`config.mk`:
```
export PLATFORM = sky130hd
export DESIGN_NAME = serial_rx_engine
export DESIGN_NICKNAME = d
export VERILOG_FILES = /design/src/rtl/serial_rx_pkg.sv /design/src/rtl/serial_rx_sync.sv /design/src/rtl/serial_rx_bitfsm.sv /design/src/rtl/serial_rx_queue.sv /design/src/rtl/serial_rx_engine.sv
export SDC_FILE = /design/constraint.sdc
export NUM_CORES = 1
export LEC_CHECK = 0
export BUFFER_PORTS_ARGS = -buffer_cell sky130_fd_sc_hd__buf_2
export CORE_MARGIN = 5
export CORE_UTILIZATION = 59
export DETAILED_ROUTE_END_ITERATION = 8
export PLACE_DENSITY_LB_ADDON = 0.15
export SETUP_SLACK_MARGIN = 0.5
export SLEW_MARGIN = 10
export SYNTH_ARGS = -nofsm -noshare
export SYNTH_HDL_FRONTEND = slang
export SYNTH_SLANG_ARGS = --single-unit
export TNS_END_PERCENT = 20
```
`constraint.sdc`:
```
create_clock -name clk_i -period 2.4 [get_ports clk_i]
set_clock_uncertainty 0.15 [all_clocks]
set_input_delay 0.24 -clock clk_i [delete_from_list [all_inputs] [get_ports clk_i]]
set_output_delay 0.24 -clock clk_i [all_outputs]
set_load 0.02 [all_outputs]
```
`src/rtl/serial_rx_pkg.sv`:
```
package serial_rx_pkg;
  localparam int DW = 8;

  typedef enum logic [1:0] {ST_IDLE, ST_START, ST_DATA, ST_STOP} rx_state_e;

  typedef struct packed {
    logic          ferr;
    logic          bit9;
    logic [DW-1:0] data;
  } rx_word_t;
endpackage

```
`src/rtl/serial_rx_sync.sv`:
```
module serial_rx_sync (
  input  logic clk_i,
  input  logic rst_ni,
  input  logic d_i,
  output logic q_o
);
  logic [1:0] sr;
  always_ff @(posedge clk_i or negedge rst_ni)
    if (!rst_ni) sr <= 2'b11;
    else         sr <= {sr[0], d_i};
  assign q_o = sr[1];
endmodule

```
`src/rtl/serial_rx_bitfsm.sv`:
```
module serial_rx_bitfsm
  import serial_rx_pkg::*;
#(
  parameter int OS = 16
) (
  input  logic     clk_i,
  input  logic     rst_ni,
  input  logic     tick_i,
  input  logic     rx_i,
  input  logic     run_i,
  input  logic     nine_i,
  output logic     valid_o,
  output rx_word_t word_o,
  output logic     idle_o
);
  localparam int CW = $clog2(OS);
  localparam logic [CW-1:0] S0   = CW'(OS/2 - 1);
  localparam logic [CW-1:0] S2   = CW'(OS/2 + 1);
  localparam logic [CW-1:0] SDEC = CW'(OS/2 + 2);
  localparam logic [CW-1:0] LAST = CW'(OS - 1);

  rx_state_e      st;
  logic [CW-1:0]  cnt;
  logic [2:0]     vote;
  logic [3:0]     bidx;
  logic [DW:0]    sh;
  logic           nine_q;
  logic           maj;

  assign maj = (vote[0] & vote[1]) | (vote[0] & vote[2]) | (vote[1] & vote[2]);

  always_ff @(posedge clk_i or negedge rst_ni) begin
    if (!rst_ni) begin
      st <= ST_IDLE; cnt <= '0; vote <= '0; bidx <= '0;
      sh <= '0; nine_q <= 1'b0; valid_o <= 1'b0; word_o <= '0;
    end else begin
      valid_o <= 1'b0;
      if (!run_i) begin
        st <= ST_IDLE;
      end else if (tick_i) begin
        if (st != ST_IDLE) begin
          cnt <= (cnt == LAST) ? '0 : cnt + 1'b1;
          if (cnt >= S0 && cnt <= S2) vote <= {vote[1:0], rx_i};
        end
        unique case (st)
          ST_IDLE: if (!rx_i) begin
            st <= ST_START; cnt <= '0; bidx <= '0; nine_q <= nine_i;
          end
          ST_START: if (cnt == LAST) st <= maj ? ST_IDLE : ST_DATA;
          ST_DATA: if (cnt == LAST) begin
            sh <= {maj, sh[DW:1]};
            if (bidx == (nine_q ? 4'(DW) : 4'(DW-1))) st <= ST_STOP;
            else bidx <= bidx + 1'b1;
          end
          ST_STOP: if (cnt == SDEC) begin
            st <= ST_IDLE;
            valid_o <= 1'b1;
            word_o.ferr <= ~maj;
            word_o.bit9 <= nine_q & sh[DW];
            word_o.data <= nine_q ? sh[DW-1:0] : sh[DW:1];
          end
          default: st <= ST_IDLE;
        endcase
      end
    end
  end

  assign idle_o = (st == ST_IDLE);
endmodule

```
`src/rtl/serial_rx_queue.sv`:
```
module serial_rx_queue
  import serial_rx_pkg::*;
#(
  parameter int DEPTH = 2
) (
  input  logic     clk_i,
  input  logic     rst_ni,
  input  logic     flush_i,
  input  logic     push_i,
  input  rx_word_t word_i,
  input  logic     pop_i,
  output rx_word_t head_o,
  output logic     not_empty_o,
  output logic     full_o
);
  localparam int PW = (DEPTH > 1) ? $clog2(DEPTH) : 1;
  localparam int CW = $clog2(DEPTH + 1);

  rx_word_t      mem [DEPTH];
  logic [PW-1:0] wp, rp;
  logic [CW-1:0] cnt;

  function automatic logic [PW-1:0] nxt(input logic [PW-1:0] p);
    return (p == PW'(DEPTH - 1)) ? '0 : p + 1'b1;
  endfunction

  always_ff @(posedge clk_i or negedge rst_ni) begin
    if (!rst_ni) begin
      wp <= '0; rp <= '0; cnt <= '0;
      for (int i = 0; i < DEPTH; i++) mem[i] <= '0;
    end else if (flush_i) begin
      wp <= '0; rp <= '0; cnt <= '0;
    end else begin
      if (push_i) begin
        mem[wp] <= word_i;
        wp <= nxt(wp);
      end
      if (pop_i) rp <= nxt(rp);
      case ({push_i, pop_i})
        2'b10:   cnt <= cnt + 1'b1;
        2'b01:   cnt <= cnt - 1'b1;
        default: cnt <= cnt;
      endcase
    end
  end

  assign not_empty_o = (cnt != '0);
  assign full_o      = (cnt == CW'(DEPTH));
  assign head_o      = not_empty_o ? mem[rp] : '0;
endmodule

```
`src/rtl/serial_rx_engine.sv`:
```
module serial_rx_engine
  import serial_rx_pkg::*;
#(
  parameter int OS    = 16,
  parameter int DEPTH = 2
) (
  input  logic          clk_i,
  input  logic          rst_ni,
  input  logic          os_tick_i,
  input  logic          rx_i,
  input  logic          port_en_i,
  input  logic          cont_rx_i,
  input  logic          nine_bit_i,
  input  logic          addr_det_i,
  input  logic          rd_i,
  output logic [DW-1:0] rd_data_o,
  output logic          bit9_o,
  output logic          frame_err_o,
  output logic          overrun_o,
  output logic          ready_o,
  output logic          idle_o
);
  logic     rx_s, run, wvalid, accept, push, pop, full, nempty;
  rx_word_t word, head;

  serial_rx_sync u_sync (.clk_i, .rst_ni, .d_i(rx_i), .q_o(rx_s));

  assign run = port_en_i & cont_rx_i & ~overrun_o;

  serial_rx_bitfsm #(.OS(OS)) u_fsm (
    .clk_i, .rst_ni, .tick_i(os_tick_i), .rx_i(rx_s), .run_i(run),
    .nine_i(nine_bit_i), .valid_o(wvalid), .word_o(word), .idle_o(idle_o)
  );

  assign accept = wvalid & ~(nine_bit_i & addr_det_i & ~word.bit9);
  assign pop    = rd_i & nempty;
  assign push   = accept & (~full | pop);

  always_ff @(posedge clk_i or negedge rst_ni)
    if (!rst_ni)                       overrun_o <= 1'b0;
    else if (!port_en_i || !cont_rx_i) overrun_o <= 1'b0;
    else if (accept && full && !pop)   overrun_o <= 1'b1;

  serial_rx_queue #(.DEPTH(DEPTH)) u_q (
    .clk_i, .rst_ni, .flush_i(~port_en_i), .push_i(push), .word_i(word),
    .pop_i(pop), .head_o(head), .not_empty_o(nempty), .full_o(full)
  );

  assign ready_o     = nempty;
  assign rd_data_o   = head.data;
  assign bit9_o      = head.bit9;
  assign frame_err_o = head.ferr;
endmodule

```
Yosys cells after proc, flatten, opt, wreduce, memory -nomap -nowiden
Index checks and enable logic that the tools add are counted.
{"block": "word_totals", "inputBits": 9, "elab_cells": 136, "output_inout_bits": 13, "mem_bits_rw": 0, "n_memories": 0, "latchBits": 0, "regBits": 61, "mem_bits_ro": 0}
{"block": "op_classes", "n_eq_ne": 21, "n_reduce_logical": 21, "add_sub_neg": 6, "multipliers": 0, "n_bitwise": 22, "n_mux": 40, "n_shift": 0, "div_mod_pow": 0, "n_lt_le_gt_ge": 5}
{"op": "2-to-1 mux 10 bit", "count": 5}
{"op": "2-to-1 mux 4 bit", "count": 8}
{"op": "bitwise mux 20 bit", "count": 1}
{"op": "2-to-1 mux 2 bit", "count": 9}
{"op": "AND reduction 4 bit", "count": 4}
{"op": "!= test 3 bit (second input constant)", "count": 5}
{"op": "2-to-1 mux 1 bit", "count": 12}
{"op": "AND reduction 6 bit", "count": 2}
{"op": "AND 1 bit", "count": 11}
{"op": "demux 10 bit (select 1 bit)", "count": 1}
{"op": "adder 4 x 1 -> 4 bit (second input constant)", "count": 2}
{"op": "== test 2 bit (second input constant)", "count": 4}
{"op": "== test 4 bit (second input constant)", "count": 2}
{"op": "2-to-1 mux 8 bit", "count": 1}
{"op": "case mux 2 bit (4 select lines)", "count": 1}
{"op": "case mux 4 bit (2 select lines)", "count": 1}
{"op": "nonzero test 2 bit", "count": 4}
{"op": "!= test 2 x 1 -> 1 bit (second input constant)", "count": 3}
{"op": "!= test 2 bit (second input constant)", "count": 3}
{"op": "inverter 1 bit", "count": 6}
{"op": "== test 2 x 1 -> 1 bit (second input constant)", "count": 2}
{"op": "== test 4 bit", "count": 1}
{"op": "greater-or-equal comparator 2 bit (second input constant)", "count": 2}
{"op": "greater-or-equal comparator 4 x 3 -> 1 bit (second input constant)", "count": 1}
{"op": "14 further kinds", "count": 24}

Depth between registers and ports, before layout
{"block": "depth", "word_depth": 8, "mapped_depth": 7, "ltp_nobuf": 6}

Hierarchy
A second synthesis with hierarchy kept.
{"block": "unflattened", "hier_cells": 252, "hier_area_um2": 2941.6}
{"module": "serial_rx_bitfsm", "seq_area_each_um2": 850.8, "area_each_um2": 1692.9, "cells_per_inst": 154, "instances": 1}
{"module": "serial_rx_queue", "seq_area_each_um2": 600.6, "area_each_um2": 1104.8, "cells_per_inst": 85, "instances": 1}
{"module": "serial_rx_engine", "seq_area_each_um2": 25.0, "area_each_um2": 91.3, "cells_per_inst": 11, "instances": 1}
{"module": "serial_rx_sync", "seq_area_each_um2": 52.6, "area_each_um2": 52.6, "cells_per_inst": 2, "instances": 1}

Worst setup path after synthesis
Ideal clock, no wire load.
{"block": "synth_path", "path_type": "register -> register", "from": "register u_fsm.cnt[0]", "to": "register u_fsm.bidx[3]", "n_path_buf": 0, "required_time_ns": 2.172, "arrival_ns": 1.831, "setup_time_ns": 0.078, "path_stages_with_launch": 6, "slack_ns": 0.342, "synth_period_minus_slack_ns": 2.058, "cell_sequence": "dfrtp_1 ha_1 nand3_1 or4_4 or4b_1 a21oi_1"}
{"block": "synth_between", "elab_chain_cells": 3}
{"item": "from (decl)", "line_no": "serial_rx_bitfsm.sv:23", "rtl": "logic [CW-1:0] cnt;"}
{"item": "from (signal assigned)", "line_no": "serial_rx_bitfsm.sv:42", "rtl": "cnt <= (cnt == LAST) ? '0 : cnt + 1'b1;"}
{"item": "== test 4 bit", "line_no": "serial_rx_bitfsm.sv:50", "rtl": "ST_DATA: if (cnt == LAST) begin"}
{"item": "!= test 2 x 1 -> 1 bit (no source line)"}
{"item": "AND reduction 6 bit (no source line)"}
{"item": "to (signal assigned)", "line_no": "serial_rx_bitfsm.sv:53", "rtl": "else bidx <= bidx + 1'b1;"}
{"item": "to (decl)", "line_no": "serial_rx_bitfsm.sv:25", "rtl": "logic [3:0] bidx;"}
Every way passes these cells.
A chain may end at the register's enable or synchronous reset.

Final worst setup path
{"block": "layout_path", "from": "register overrun_o", "to": "register u_fsm.bidx[3]"}
{"block": "layout_between", "elab_chain_cells": 3}
{"item": "from (decl)", "line_no": "serial_rx_engine.sv:19", "rtl": "output logic overrun_o,"}
{"item": "from (signal assigned)", "line_no": "serial_rx_engine.sv:40", "rtl": "if (!rst_ni) overrun_o <= 1'b0;"}
{"item": "from (signal assigned)", "line_no": "serial_rx_engine.sv:41", "rtl": "else if (!port_en_i || !cont_rx_i) overrun_o <= 1'b0;"}
{"item": "from (signal assigned)", "line_no": "serial_rx_engine.sv:42", "rtl": "else if (accept && full && !pop) overrun_o <= 1'b1;"}
{"item": "inverter 1 bit", "line_no": "serial_rx_engine.sv:28", "rtl": "assign run = port_en_i & cont_rx_i & ~overrun_o;"}
{"item": "AND 1 bit", "line_no": "serial_rx_engine.sv:28"}
{"item": "AND reduction 6 bit (no source line)"}
Every way passes these cells.

==> load_flow_metrics.sql <==
INSERT INTO impl_metrics (metric_group, metric, value, unit) VALUES
('status', 'result_of_the_run', 'complete, no violations', ''),
('yosys', 'netlist_area', '2870', 'um^2'),
('flow_run', 'cap_violations', '0', ''),
('yosys', 'ys_seq_elements', '61', ''),
('power_and_ir_drop', 'irDropWorstVdd', '382', 'uV'),
('yosys', 'synth_top_family_by_area', 'multiplexers', ''),
('timing', 'maxSlewViolCount', '0', ''),
('clock_tree', 'cts_tree', 'built', ''),
('finish', 'final_cells', '365', ''),
('floorplan', 'total_die_area', '6370', 'um^2'),
('drt', 'average_via_count_per_standard_cell', '5.59', ''),
('yosys', 'synth_edf_count', '0', ''),
('global_routing', 'globalRouteOverflowTotal', '0', ''),
('floorplan', 'ios', '22', ''),
('critical_path', 'critPathArrivalTime', '2130', 'ps'),
('global_routing', 'grt_start_max_net_pins', '43', ''),
('placement', 'place.detailed.hpwl', '3430', 'um'),
('clock_tree', 'cts.path.max_buffers', '2', ''),
('clock_tree', 'clkSinkCount', '61', ''),
('placement', 'io_buffer_count', '21', ''),
('yosys', 'ys_seq_area_share', '53.2', '%'),
('critical_path', 'launching_element_type_of_the_critical_path', 'register', ''),
('timing', 'post_route_setup_tns', '0', 'ps'),
('critical_path', 'crit_fanout', '5', ''),
('finish', 'post_route_cells_drive_above_1_share', '38.3', '%'),
('timing', 'timing_hold_violations_final', '0', ''),
('drt', 'antenna_violating_nets_post_route', '0', ''),
('timing', 'grt_setup_unrepaired', 'yes', ''),
('yosys', 'dominantRegCellSynth', 'dfrtp_1', ''),
('yosys', 'syn_nets', '262', ''),
('drt', 'post_route_drc_violation_count', '0', ''),
('placement', 'place.detailed.instances', '334', ''),
('drt', 'route.vias.total', '2042', ''),
('timing', 'slew_headroom', '64.9', '%'),
('global_routing', 'grt_antenna_before_repair', '0', ''),
('clock_tree', 'clock_latency', '330', 'ps'),
('power_and_ir_drop', 'leakagePower', '1.69', 'nW'),
('finish', 'layout.core_utilization', '75.1', '%'),
('power_and_ir_drop', 'cellInternalPower', '1.62', 'mW'),
('power_and_ir_drop', 'power.switching_fraction', '22.6', '%'),
('clock_tree', 'cts.root.buffer_cell', 'clkbuf_8', ''),
('yosys', 'syn_area_per_cell', '11.6', 'um^2'),
('power_and_ir_drop', 'seq_power_share', '51.4', '%'),
('clock_tree', 'tritoncts_buffer_count', '9', ''),
('drt', 'drt_iter0_markers', '90', ''),
('yosys', 'synthXorXnorAreaFrac', '0.609', '%'),
('timing', 'worstMarginPinSlew', '525', 'ps'),
('critical_path', 'type_of_destination_of_the_critical_path', 'register', ''),
('yosys', 'post_synth_and_or_nand_nor_area_fraction', '12.6', '%'),
('yosys', 'yosys_warnings', '0', ''),
('worst_hold_path', 'holdCritPathClass', 'in -> reg', ''),
('drt', 'first_pass_iters', '4', ''),
('power_and_ir_drop', 'clk_pwr_share', '41.0', '%'),
('finish', 'antenna_cells', '0', ''),
('yosys', 'synth_cells', '248', ''),
('clock_tree', 'h_tree_lvls', '3', ''),
('power_and_ir_drop', 'fraction_of_power_consumed_by_combinational_cells', '7.6', '%'),
('floorplan', 'fp-row-count', '25', ''),
('yosys', 'postSynth.asyncResetShare', '100', '%'),
('critical_path', 'critPathKind', 'reg -> reg', ''),
('floorplan', 'design.core.area', '4720', 'um^2'),
('yosys', 'synth.area.mux_share', '20.3', '%'),
('drt', 'wirelength', '5520', 'um'),
('global_routing', 'first_global_vias', '2063', ''),
('placement', 'finalWeightedCongestion', '0.866', ''),
('timing', 'max_clock_freq', '496', 'MHz'),
('global_routing', 'grt_pass1_wl', '9780', 'um'),
('yosys', 'synth_fa_ha_area_share', '2.53', '%'),
('power_and_ir_drop', 'p_sw', '472', 'uW'),
('finish', 'layout-area-overhead-vs-synth', '23.4', '%'),
('floorplan', 'die-width', '79.8', 'um'),
('timing', 'layout_worst_path_cycle_share', '84.0', '%'),
('floorplan', 'die_h', '79.8', 'um'),
('clock_tree', 'clkSlewWorstSetupHoldPaths', '70', 'ps'),
('timing', 'min_period', '2020', 'ps'),
('drt', 'drt-wirelength-per-cell', '15.1', 'um'),
('finish', 'design.final.nets', '308', ''),
('timing', 'setup-violations-final', '0', ''),
('global_routing', 'grt.total_usage', '20.0', '%'),
('power_and_ir_drop', 'powerDensity', '591', 'nW/um^2'),
('yosys', 'count_of_cell_types_in_the_netlist', '46', ''),
('floorplan', 'floorplan.initialDensity', '60.8', '%'),
('yosys', 'synth_compound_area_share', '8.14', '%'),
('critical_path', 'cp.required', '2510', 'ps');
cell type report:
type / instances / area, um^2
Timing Repair Buffer: 45 / 343
Tap cell: 67 / 83.8
Fill cell: 303 / 1180
Inverter: 9 / 36.3
Sequential cell: 61 / 1530
Clock inverter: 2 / 35.0
Multi-Input combinational cell: 168 / 1370
Clock buffer: 13 / 149
layer usage:
metal / routed length (um) / vias to the layer above / GRT usage, %
met4: 130 / 0 / 9.63
li1: - / 981 / -
met2: 2730 / 32 / 33.1
met1: 2490 / 1017 / 25.4
met3: 173 / 12 / 3.72
met5: 0 / - / 0
what timing repair did:
item,4_1_cts,5_1_grt
hold endpoints to repair,18,0
setup buffers,6,5
resized for setup,14,22
hold buffers,2,0
pin swaps,6,4
gates cloned,2,1
endpoints found under the setup margin,52,48
Yosys cell counts (4+ instances only):
cell | number | area [um^2]
nand2b_1 | 4 | 25.0
dfrtp_1 | 59 | 1480
inv_1 | 9 | 33.8
nand2_1 | 20 | 75.1
a21oi_1 | 6 | 30.0
mux2i_1 | 20 | 200
mux2_2 | 33 | 372
ha_1 | 5 | 62.6
o21ai_0 | 12 | 60.1
nor2_1 | 20 | 75.1
o21ai_1 | 6 | 30.0
nand3_1 | 4 | 20.0
clkbuf_1 | 7 | 26.3
power groups by stage:
stage / logic (mW) / registers, mW / clock network (mW)
CTS: 0.144 / 1.08 / 0.884
detailed placement: 0.128 / 1.09 / 0
global placement: 0.125 / 1.09 / 0
finish: 0.159 / 1.08 / 0.859
floorplan: 0.0771 / 1.09 / 0
global route: 0.178 / 1.08 / 0.929
layout by cell type (no fill, tap or decap), types with 2 or more instances in the layout:
cell type / count
buf_4: 15
a21oi_1: 4
ha_1: 3
buf_6: 4
dlygate4sd3_1: 2
o21ai_2: 2
nand2_1: 15
nor2_1: 20
mux2i_1: 20
or4_4: 2
o31ai_1: 2
dfrtp_2: 3
buf_2: 21
nor2b_1: 2
o21ai_1: 7
nor3b_1: 2
nand3_1: 3
a311oi_1: 2
nand2_2: 4
o21ai_0: 9
dfrtp_1: 56
clkbuf_1: 3
inv_1: 8
a22o_1: 2
and2_1: 2
clkbuf_8: 10
mux2_2: 33
ha_4: 2
a21oi_2: 2
nand2b_1: 3
dfstp_2: 2
or4b_4: 2
and3_1: 2
critical path: stages (launching register included):
cell      delay (ps)
dfrtp_2          420
nand4b_4         210
or4_4            540
or4b_4           500
a21oi_2          120
flip-flops by register name, summed over array words and instances (netlist names):
name and count:
u_q.mem 20, u_fsm.word_o 10, u_fsm.sh 9, u_fsm.bidx 4, u_fsm.cnt 4, u_fsm.vote 3, u_fsm.st 2, u_q.cnt 2
u_sync.sr 2, overrun_o 1, u_fsm.nine_q 1, u_fsm.valid_o 1, u_q.rp 1, u_q.wp 1
path summary, 6_finish.rpt:
kind,from,cells past startpoint,slack (ps),end
setup reg to reg,overrun_o$_DFFE_PN0P_,4,380,u_fsm.bidx[3]$_DFFE_PN0P_
min in group asynchronous,rst_ni,2,280,u_fsm.vote[1]$_DFFE_PN0P_
setup / recovery,overrun_o$_DFFE_PN0P_,4,380,u_fsm.bidx[3]$_DFFE_PN0P_
max in group asynchronous,rst_ni,3,1240,u_q.rp$_DFFE_PN0P_
hold reg to reg,u_sync.sr[0]$_DFF_PN1_,0,210,u_sync.sr[1]$_DFF_PN1_
hold / removal,cont_rx_i,3,30,overrun_o$_DFFE_PN0P_
cell families (layout without fill, tap and decap cells):
kind of cell | Yosys count | after routing
AOI/OAI and AO/OA | 38 | 38
xor gates and xnor gates | 2 | 2
adders and majority gates | 6 | 6
buffers and inverters | 19 | 69
DFF | 61 | 61
muxes | 54 | 54
and+or+nand+nor | 68 | 68
per-stage QoR:
step                      area (um^2)  total power [mW]  hold WS, ps  worst slack, ps
final                            3550              2.09         27.8              384
after global placement           3100              1.22         65.8              316
after floorplan                  2880              1.16         -206              374
after global routing             3550              2.19         38.6              336
after CTS                        3420              2.10         17.2              397
after detailed placement         3100              1.22         77.1              289
Note: power is estimated with default switching activity, not from simulation.
